<file path="src/rtl/sram_pkg.sv">
package sram_pkg;
  typedef enum logic [1:0] {
    ACC_IDLE = 2'd0,
    ACC_RD   = 2'd1,
    ACC_WR   = 2'd2
  } acc_kind_e;
endpackage

</file>
<file path="src/rtl/sram_wr_decode.sv">
module sram_wr_decode #(
  parameter int LANES = 4
) (
  input  logic             glob_wr_n,
  input  logic             byte_wr_n,
  input  logic [LANES-1:0] lane_wr_n,
  output logic [LANES-1:0] wr_mask,
  output logic             wr_req
);
  // global write wins; lane enables are qualified by the byte-write gate
  for (genvar k = 0; k < LANES; k++) begin : g_mask
    assign wr_mask[k] = !glob_wr_n || (!byte_wr_n && !lane_wr_n[k]);
  end
  assign wr_req = |wr_mask;
endmodule

</file>
<file path="src/rtl/sram_burst_ctrl.sv">
module sram_burst_ctrl
  import sram_pkg::*;
#(
  parameter int AW = 6,
  parameter int BB = 2
) (
  input  logic          clk,
  input  logic          rst,
  input  logic          sleep,
  input  logic          cpu_strobe_n,
  input  logic          ctl_strobe_n,
  input  logic          adv_n,
  input  logic          ce_lo_n,
  input  logic          ce_hi,
  input  logic          ce2_lo_n,
  input  logic          lin_mode,
  input  logic [AW-1:0] addr,
  input  logic          wr_req,
  output acc_kind_e     acc,
  output logic [AW-1:0] acc_addr
);
  localparam logic [BB-1:0] ONE = {{(BB-1){1'b0}}, 1'b1};

  logic          active_q;
  logic [AW-1:0] base_q;
  logic [BB-1:0] cnt_q;

  logic          sel, cpu_hit, ctl_hit, strobe;
  logic          start, cont;
  logic [AW-1:0] nxt_base;
  logic [BB-1:0] nxt_cnt, low;
  logic          nxt_active;

  assign sel     = !ce_lo_n && ce_hi && !ce2_lo_n;
  assign cpu_hit = !cpu_strobe_n && !ce_lo_n;
  assign ctl_hit = !ctl_strobe_n && !cpu_hit;
  assign strobe  = cpu_hit || ctl_hit;

  always_comb begin
    start = 1'b0;
    cont  = 1'b0;
    if (!sleep) begin
      if (strobe) start = sel;
      else        cont  = active_q;
    end
  end

  always_comb begin
    acc = ACC_IDLE;
    if (start)     acc = (cpu_hit || !wr_req) ? ACC_RD : ACC_WR;
    else if (cont) acc = wr_req ? ACC_WR : ACC_RD;
  end

  always_comb begin
    nxt_base = start ? addr : base_q;
    if (start)              nxt_cnt = '0;
    else if (cont && !adv_n) nxt_cnt = cnt_q + ONE;
    else                    nxt_cnt = cnt_q;
    if (sleep)       nxt_active = 1'b0;
    else if (strobe) nxt_active = sel;
    else             nxt_active = active_q;
  end

  assign low      = lin_mode ? (nxt_base[BB-1:0] + nxt_cnt) : (nxt_base[BB-1:0] ^ nxt_cnt);
  assign acc_addr = {nxt_base[AW-1:BB], low};

  always_ff @(posedge clk) begin
    if (rst) begin
      active_q <= 1'b0;
      base_q   <= '0;
      cnt_q    <= '0;
    end else begin
      active_q <= nxt_active;
      base_q   <= nxt_base;
      cnt_q    <= nxt_cnt;
    end
  end

  // processor strobe with selection is always a read
  a_r2_cpu_reads: assert property (@(posedge clk) disable iff (rst)
    (!sleep && cpu_hit && sel) |-> (acc == ACC_RD));
  // a deselecting strobe closes the burst
  a_r1_deselect_closes: assert property (@(posedge clk) disable iff (rst)
    (!sleep && strobe && !sel) |=> !active_q);
  // suspend keeps the beat count
  a_r8_suspend_holds: assert property (@(posedge clk) disable iff (rst)
    (cont && adv_n) |=> (cnt_q == $past(cnt_q)));
  // advance steps the beat count by one
  a_r7_advance_steps: assert property (@(posedge clk) disable iff (rst)
    (cont && !adv_n) |=> (cnt_q == $past(cnt_q) + ONE));
  // sleep blocks all accesses
  a_r11_sleep_idle: assert property (@(posedge clk) disable iff (rst)
    sleep |-> (acc == ACC_IDLE));
endmodule

</file>
<file path="src/rtl/sram_lane.sv">
module sram_lane #(
  parameter int AW = 6,
  parameter int W  = 9
) (
  input  logic          clk,
  input  logic          we,
  input  logic          re,
  input  logic [AW-1:0] a,
  input  logic [W-1:0]  wd,
  output logic [W-1:0]  q
);
  localparam int DEPTH = 1 << AW;

  logic [W-1:0] mem [DEPTH];

  always_ff @(posedge clk) begin
    if (we) mem[a] <= wd;
    if (re) q <= mem[a];
  end
endmodule

</file>
<file path="src/rtl/burst_sram_core.sv">
module burst_sram_core
  import sram_pkg::*;
#(
  parameter int ADDR_W  = 6,
  parameter int LANES   = 4,
  parameter int LANE_DW = 8,
  parameter int BURST_W = 2
) (
  input  logic                         clk,
  input  logic                         rst,
  input  logic [ADDR_W-1:0]            addr,
  input  logic                         cpu_strobe_n,
  input  logic                         ctl_strobe_n,
  input  logic                         adv_n,
  input  logic                         ce_lo_n,
  input  logic                         ce_hi,
  input  logic                         ce2_lo_n,
  input  logic                         glob_wr_n,
  input  logic                         byte_wr_n,
  input  logic [LANES-1:0]             lane_wr_n,
  input  logic                         oe_n,
  input  logic                         lin_mode,
  input  logic                         sleep,
  input  logic [LANES*(LANE_DW+1)-1:0] din,
  output logic [LANES*(LANE_DW+1)-1:0] dout,
  output logic                         dout_en
);
  localparam int LW     = LANE_DW + 1;
  localparam int PAR_LO = LANES * LANE_DW;

  logic [LANES-1:0]  wr_mask, lane_we;
  logic              wr_req;
  acc_kind_e         acc;
  logic [ADDR_W-1:0] acc_addr;
  logic              rd_valid;
  logic              rd_go;

  sram_wr_decode #(.LANES(LANES)) u_wdec (
    .glob_wr_n (glob_wr_n),
    .byte_wr_n (byte_wr_n),
    .lane_wr_n (lane_wr_n),
    .wr_mask   (wr_mask),
    .wr_req    (wr_req)
  );

  sram_burst_ctrl #(.AW(ADDR_W), .BB(BURST_W)) u_ctrl (
    .clk          (clk),
    .rst          (rst),
    .sleep        (sleep),
    .cpu_strobe_n (cpu_strobe_n),
    .ctl_strobe_n (ctl_strobe_n),
    .adv_n        (adv_n),
    .ce_lo_n      (ce_lo_n),
    .ce_hi        (ce_hi),
    .ce2_lo_n     (ce2_lo_n),
    .lin_mode     (lin_mode),
    .addr         (addr),
    .wr_req       (wr_req),
    .acc          (acc),
    .acc_addr     (acc_addr)
  );

  assign rd_go   = (acc == ACC_RD);
  assign lane_we = (acc == ACC_WR) ? wr_mask : '0;

  for (genvar k = 0; k < LANES; k++) begin : g_lane
    logic [LW-1:0] wd, q;
    assign wd = {din[PAR_LO + k], din[k*LANE_DW +: LANE_DW]};
    sram_lane #(.AW(ADDR_W), .W(LW)) u_lane (
      .clk (clk),
      .we  (lane_we[k]),
      .re  (rd_go),
      .a   (acc_addr),
      .wd  (wd),
      .q   (q)
    );
    assign dout[k*LANE_DW +: LANE_DW] = q[LANE_DW-1:0];
    assign dout[PAR_LO + k]           = q[LANE_DW];
  end

  always_ff @(posedge clk) begin
    if (rst) rd_valid <= 1'b0;
    else     rd_valid <= rd_go;
  end

  assign dout_en = rd_valid && !oe_n && !sleep;

  // nothing is driven after a write edge
  a_r10_quiet_after_write: assert property (@(posedge clk) disable iff (rst)
    (acc == ACC_WR) |=> !dout_en);
  // a read edge is followed by a drive gated only by oe_n and sleep
  a_r6_read_then_drive: assert property (@(posedge clk) disable iff (rst)
    (acc == ACC_RD) |=> (dout_en == (!oe_n && !sleep)));
  // global write reaches every lane
  a_r4_global_all_lanes: assert property (@(posedge clk) disable iff (rst)
    ((acc == ACC_WR) && !glob_wr_n) |-> (&lane_we));
  // no lane write while asleep
  a_r11_sleep_no_write: assert property (@(posedge clk) disable iff (rst)
    sleep |-> (lane_we == '0));
endmodule

</file>
<file path="config.mk">
export PLATFORM = sky130hd
export DESIGN_NAME = burst_sram_core
export DESIGN_NICKNAME = d
export VERILOG_FILES = /design/src/rtl/sram_pkg.sv /design/src/rtl/sram_wr_decode.sv /design/src/rtl/sram_burst_ctrl.sv /design/src/rtl/sram_lane.sv /design/src/rtl/burst_sram_core.sv
export SDC_FILE = /design/constraint.sdc
export NUM_CORES = 2
export LEC_CHECK = 0
export ABC_AREA = 1
export ABC_CLOCK_PERIOD_IN_PS = 7650
export BUFFER_PORTS_ARGS = -buffer_cell sky130_fd_sc_hd__buf_2
export CORE_MARGIN = 2
export CORE_UTILIZATION = 58
export CTS_BUF_LIST = sky130_fd_sc_hd__clkbuf_4
export DETAILED_ROUTE_END_ITERATION = 16
export PLACE_DENSITY = 0.85
export SYNTH_ARGS = -nofsm -noshare
export SYNTH_HDL_FRONTEND = slang
export SYNTH_HIERARCHICAL = 1
export SYNTH_SLANG_ARGS = --single-unit
</file>
<file path="constraint.sdc">
create_clock -name clk -period 7.65 [get_ports clk]
set_input_delay 0.765 -clock clk [delete_from_list [all_inputs] [get_ports clk]]
set_output_delay 0.765 -clock clk [all_outputs]
set_load 0.01 [all_outputs]
</file>
; Yosys cells after proc, flatten, opt, wreduce, memory -nomap -nowiden
; Memory sizes are Yosys's and may differ from the RTL's. A register that Yosys moved wholly into a read port is not among the register bits.
; Cells that the tools add are included.
[word_totals]
register_bits = 10
latchBits = 0
ramBits = 2304
mem_bits_ro = 0
inputBits = 59
out_inout_bits = 37
wordCells = 68
mem_count = 4
[classes]
addsub = 2
multipliers = 0
n_div = 0
order_cmp = 0
n_eq_ne = 2
shifts = 0
muxes = 21
n_bitwise = 1
n_reduce_logical = 34
[mem_list]
columns = name, words, width, rd, rd_clocked_by_memory_dff, wr, line
row1 = g_lane[0].u_lane.mem, 64, 9, 1, 1, 1, sram_lane.sv:14  ; logic [W-1:0] mem [DEPTH];
row2 = g_lane[1].u_lane.mem, 64, 9, 1, 1, 1, sram_lane.sv:14
row3 = g_lane[2].u_lane.mem, 64, 9, 1, 1, 1, sram_lane.sv:14
row4 = g_lane[3].u_lane.mem, 64, 9, 1, 1, 1, sram_lane.sv:14
[op_table]
columns = cell, count
row1 = logical NOT 1 bit, 15
row2 = 2-to-1 mux 2 bit, 7
row3 = 2-to-1 mux 1 bit, 12
row4 = logical AND 1 bit, 11
row5 = logical OR 1 bit, 6
row6 = 2-to-1 mux 6 bit, 1
row7 = 2-to-1 mux 4 bit, 1
row8 = OR reduction 4 bit, 1
row9 = adder 2 x 1 -> 2 bit (second input constant), 1
row10 = adder 2 bit, 1
row11 = == test 2 x 1 -> 1 bit (second input constant), 1
row12 = == test 2 bit (second input constant), 1
row13 = OR reduction 2 bit, 1
row14 = XOR 2 bit, 1

; Logic depth before layout (Yosys ltp)
[depth]
word_depth = 13
ltp_mapped = 27
mapped_depth_nobuf = 24

; Modules after synthesis
; The synthesis kept the hierarchy.
[modules_own_cells]
columns = mod, instances, cells_per_inst, area_per_inst_um2, seq_area_each_um2
row1 = sram_lane, 4, 2429, 24883.9, 17566.8
row2 = sram_burst_ctrl, 1, 88, 581.8, 180.2
row3 = burst_sram_core, 1, 18, 86.3, 20.0
row4 = sram_wr_decode, 1, 12, 51.3, 0.0

; Worst setup path after synthesis
; Ideal clock, no wire load.
[synth_timing]
path_type = input port to flip-flop
start = in ce_lo_n
end = mem g_lane[0].u_lane.mem[41][0], enable pin
setup_ns = 0.399
t_arrival_ns = 3.369
required_ns = 7.251
path_slack_ns = 3.882
cell_stages = 18
path_buffers = 2
path_cell_list = inv_1 nand2_1 nor2_2 nand2_2 buf_6 o21ai_2 inv_1 ha_1 nand2_1 inv_1 nand2_1 nand2_1 nand2_1 nand2_1 buf_2 nor2_1 inv_1 nor4_1
[synth_between]
word_cells_on_any_way = 26
cone_classes = add/sub: 1 / eq/ne: 1 / mux: 14 / bitwise: 1 / reduce/logical: 9
[synth_rtl]
columns = item, line
row1 = "start, declared", burst_sram_core.sv:15  ; input logic ce_lo_n,
row2 = logical NOT 1 bit *, "sram_burst_ctrl.sv:34, sram_burst_ctrl.sv:35"
row3 = logical AND 1 bit, sram_burst_ctrl.sv:35  ; assign cpu_hit = !cpu_strobe_n && !ce_lo_n;
row4 = logical NOT 1 bit, sram_burst_ctrl.sv:36  ; assign ctl_hit = !ctl_strobe_n && !cpu_hit;
row5 = logical AND 1 bit, sram_burst_ctrl.sv:36
row6 = logical OR 1 bit, sram_burst_ctrl.sv:37  ; assign strobe = cpu_hit || ctl_hit;
row7 = 2-to-1 mux 1 bit *, sram_burst_ctrl.sv:43  ; if (strobe) start = sel;
row8 = 2-to-1 mux 1 bit *, sram_burst_ctrl.sv:42  ; if (!sleep) begin
row9 = 2-to-1 mux 6 bit *, sram_burst_ctrl.sv:55  ; nxt_base = start ? addr : base_q;
row10 = net u_ctrl.nxt_base[0], sram_burst_ctrl.sv:30  ; logic [AW-1:0] nxt_base;
row11 = adder 2 bit *, sram_burst_ctrl.sv:64  ; assign low = lin_mode ? (nxt_base[BB-1:0] + nxt_cnt) : (nxt_base[BB-1:0] ^ nxt_cnt);
row12 = 2-to-1 mux 2 bit *, sram_burst_ctrl.sv:64
row13 = net acc_addr[1], burst_sram_core.sv:34  ; logic [ADDR_W-1:0] acc_addr;
row14 = "end, declared", sram_lane.sv:14
; Mark *: on every way through the listed nets, which the timed path passes. The rest lies on a longest branch.

; Final worst setup path
[layout_timing]
start = in sleep
end = mem g_lane[1].u_lane.mem[7][2], enable pin
[layout_between]
word_cells_on_any_way = 15
cone_classes = add/sub: 1 / eq/ne: 1 / mux: 11 / bitwise: 1 / reduce/logical: 1
[layout_rtl]
columns = item, line
row1 = "start, declared", burst_sram_core.sv:23  ; input logic sleep,
row2 = 2-to-1 mux 1 bit, sram_burst_ctrl.sv:42
row3 = 2-to-1 mux 6 bit, sram_burst_ctrl.sv:55
row4 = net u_ctrl.nxt_base[0], sram_burst_ctrl.sv:30
row5 = adder 2 bit, sram_burst_ctrl.sv:64
row6 = 2-to-1 mux 2 bit, sram_burst_ctrl.sv:64
row7 = net acc_addr[1], burst_sram_core.sv:34
row8 = "end, declared", sram_lane.sv:14
; The timed path passes the listed nets, and every way through them passes these cells.

==> impl_metrics.json <==
{
  "power_density_mw_per_mm2": 237,
  "fp.dieW_um": 420,
  "min_period_ps": 5270,
  "start_kind": "input port",
  "yosys.area_share.adder_pct": 0.0125,
  "finalMaxSlewViolations": 0,
  "gr-usage-all-layers_pct": 28.0,
  "slew-limit-headroom_pct": 23.1,
  "cts_htree_levels": 6,
  "start_util_pct": 58.4,
  "run_status": "finished clean",
  "crit_path_cell_trace": "dlygate4sd3_1 -> buf_2 -> inv_1 -> nand2_1 -> nor2_2 -> nand2_2 -> inv_2 -> or2_1 -> o21ai_2 -> inv_1 -> ha_4 -> nand2_1 -> nand3_1 -> nand2_1 -> nand2_1 -> nand2_4 -> buf_4 -> nand4_1 -> nor2_1",
  "max_cap_viol_count": 0,
  "crit_top_cell": "nand2_1",
  "final_layout_size_suffix_gt1_share_pct": 10.8,
  "grt_pass1_vias": 69700,
  "post_cts_buffers": 0,
  "critical_path.max_stage_delay_ps": 960,
  "drc": 0,
  "cts_root_buf": "clkbuf_4",
  "vias_per_cell": 5.53,
  "rows": 152,
  "ys_seq_area_share_pct": 70.3,
  "pin_count": 96,
  "gp_congestion": 0.897,
  "area_growth_pct": 8.70,
  "first_pass_iters": 6,
  "die_h_um": 420,
  "power_mw": 25.8,
  "period_share_pct": 68.9,
  "end_kind": "flip-flop",
  "tightest_slew_ps": 1150,
  "vias": 71200,
  "ys_types": 32,
  "wl_mm": 249,
  "ant_nets": 0,
  "worstSetupPathType": "in -> reg",
  "syn_area_per_cell_um2": 10.2,
  "synthXorXnorAreaFrac_pct": 0.00874,
  "ys_seq_elements": 2350,
  "hpwl_mm": 139,
  "clock_path_buffers": 4,
  "leakage_nw": 45.4,
  "fin_tns_setup_ps": 0,
  "synth_simple_gate_area_share_pct": 26.0,
  "yosys_warnings": 6,
  "cp.arrival_ps": 6220,
  "path_max_fanout": 63,
  "hold_viol": 0,
  "synth_area_mm2": 0.100,
  "synth-compound-area-share_pct": 0.364,
  "synth.net_count": 9894,
  "postCtsHoldBufs": 20,
  "grt_antenna_before_repair": 4,
  "clk_latency_ps": 1390,
  "synthCells": 9834,
  "skew_ps": 69.0,
  "rsz0062_at_grt": "false",
  "crit_slowest_cell": "nand4_1",
  "synth_top_family_by_area": "simple AND/OR/NAND/NOR gates",
  "grt_max_degree": 230,
  "grt-ovfl-total": 0,
  "fmax_mhz": 190,
  "clk_pin_slew_ps": 60,
  "whs_ps": 76.8,
  "cts_tree": "yes",
  "io_buffers": 95,
  "numCtsBuffers": 590,
  "grt_pass1_wl_mm": 380,
  "finalSetupViolations": 0,
  "holdCritPathClass": "in -> reg",
  "crit_required_ps": 8600,
  "clock-sinks": 2350,
  "avgRoutedWirePerCell_um": 19.3,
  "synth_mux_area_share_pct": 0,
  "drt_iter0_drc": 9151,
  "nNetsFinal": 10200,
  "vdd_drop_max_v": 0.000179,
  "fp.dieArea_mm2": 0.176,
  "cts_repair_resize_count": 0,
  "path_buf_inv": 6,
  "core-area_mm2": 0.172,
  "critical_path.top_delay_family": "simple AND/OR/NAND/NOR gates"
}
[area by class of cell]
class	instances	area, um2
sequential	2350	70500
fill	12500	62800
multi-input combinational	6868	26500
clock buffer	825	6190
tap	2310	2890
timing repair buffer	210	1460
clock inverter	155	848
inverter	149	607
antenna	10	25.0
[logic make-up (layout without fill, tap and decap cells)]
| logic type | after synthesis | after routing |
|---|---|---|
| and+or+nand+nor | 6807 | 6807 |
| other | 0 | 10 |
| xor gates and xnor gates | 1 | 1 |
| DFF | 2350 | 2350 |
| buffers and inverters | 616 | 1339 |
| adders and majority gates | 1 | 1 |
| AOI/OAI and AO/OA | 59 | 59 |
[flip-flops by register name (all words and copies together), names as in the netlist]
signal and cells:
u_ctrl/cnt_q 2, u_ctrl/active_q 1, g_lane.u_lane/mem 2304, u_ctrl/base_q 6
rd_valid 1, g_lane.u_lane/q 36
[final timing paths]
| kind | startpoint | to | slack [ps] | depth (start not counted) |
|---|---|---|---|---|
| max | sleep | g_lane[1].u_lane/mem[7][2] | 2380 | 19 |
| min | din[19] | g_lane[2].u_lane/mem[34][3] | 80 | 1 |
| max reg2reg | u_ctrl/active_q | g_lane[1].u_lane/mem[7][2] | 2560 | 15 |
| min reg2reg | u_ctrl/base_q[1] | u_ctrl/base_q[1] | 570 | 4 |
[power breakdown]
group / total (mW) / internal, mW / switching [mW]
logic: 1.51 / 0.329 / 1.18
clock network: 10.1 / 5.26 / 4.86
registers: 14.2 / 14.2 / 0.00183
total: 25.8 / 19.8 / 6.04
[through the flow]
stage               std cells  util (%)  setup WS (ps)  instance area [um2]
global route            12900      63.5           2220               109000
detailed placement      11900      59.2           1390               102000
floorplan                9834         -           3880               100000
CTS                     12900      63.4           2650               109000
finish                  12900      63.5           2380               109000
global placement        11900      59.2           1400               102000
[cell usage in the layout (no fill, tap or decap), types with 4 or more instances in the layout]
cell type and count:
buf_4 98, or2_1 26, inv_4 4, bufinv_16 9
inv_8 5, o21ai_0 7, nor3_2 16, nand3_1 56
nand2_1 6276, clkinv_1 114, inv_1 123, nand4_1 8
dfxtp_1 10, buf_2 88, edfxtp_1 2340, inv_2 28
nor3_4 16, or2_2 4, o211ai_1 20, diode_2 10
nor2_2 10, clkbuf_4 825, o21ai_2 5, buf_12 4
dlygate4sd3_1 20, nor2_1 381, clkinv_2 20, o21ai_1 25
nor4_1 7
[cell usage after synthesis (all sizes together)]
cell	instances	area share, %
nand2	6279	24
edfxtp	2340	70
buf	418	2.6
nor2	391	1.5
inv	145	0.55
nand3	57	0.29
clkbuf	49	0.18
o21ai	37	0.20
nor3	32	0.42
or2	30	0.19
o211ai	20	0.15
dfxtp	10	0.20
nand4	8	0.050
nor4	8	0.050
clkinv	4	0.015
nand3b	2	0.015
a21oi	1	0.0050
ha	1	0.012
o22ai	1	0.0062
xor2	1	0.0087
[layer usage]
metal | GRT usage, % | routed length, um | vias to the layer above
li1 | - | - | 32800
met1 | 35.1 | 88600 | 33100
met2 | 45.0 | 118000 | 4484
met3 | 6.57 | 28500 | 802
met4 | 16.1 | 13600 | 2
met5 | 0 | 17 | -
Power figures use the tool's default switching activity.
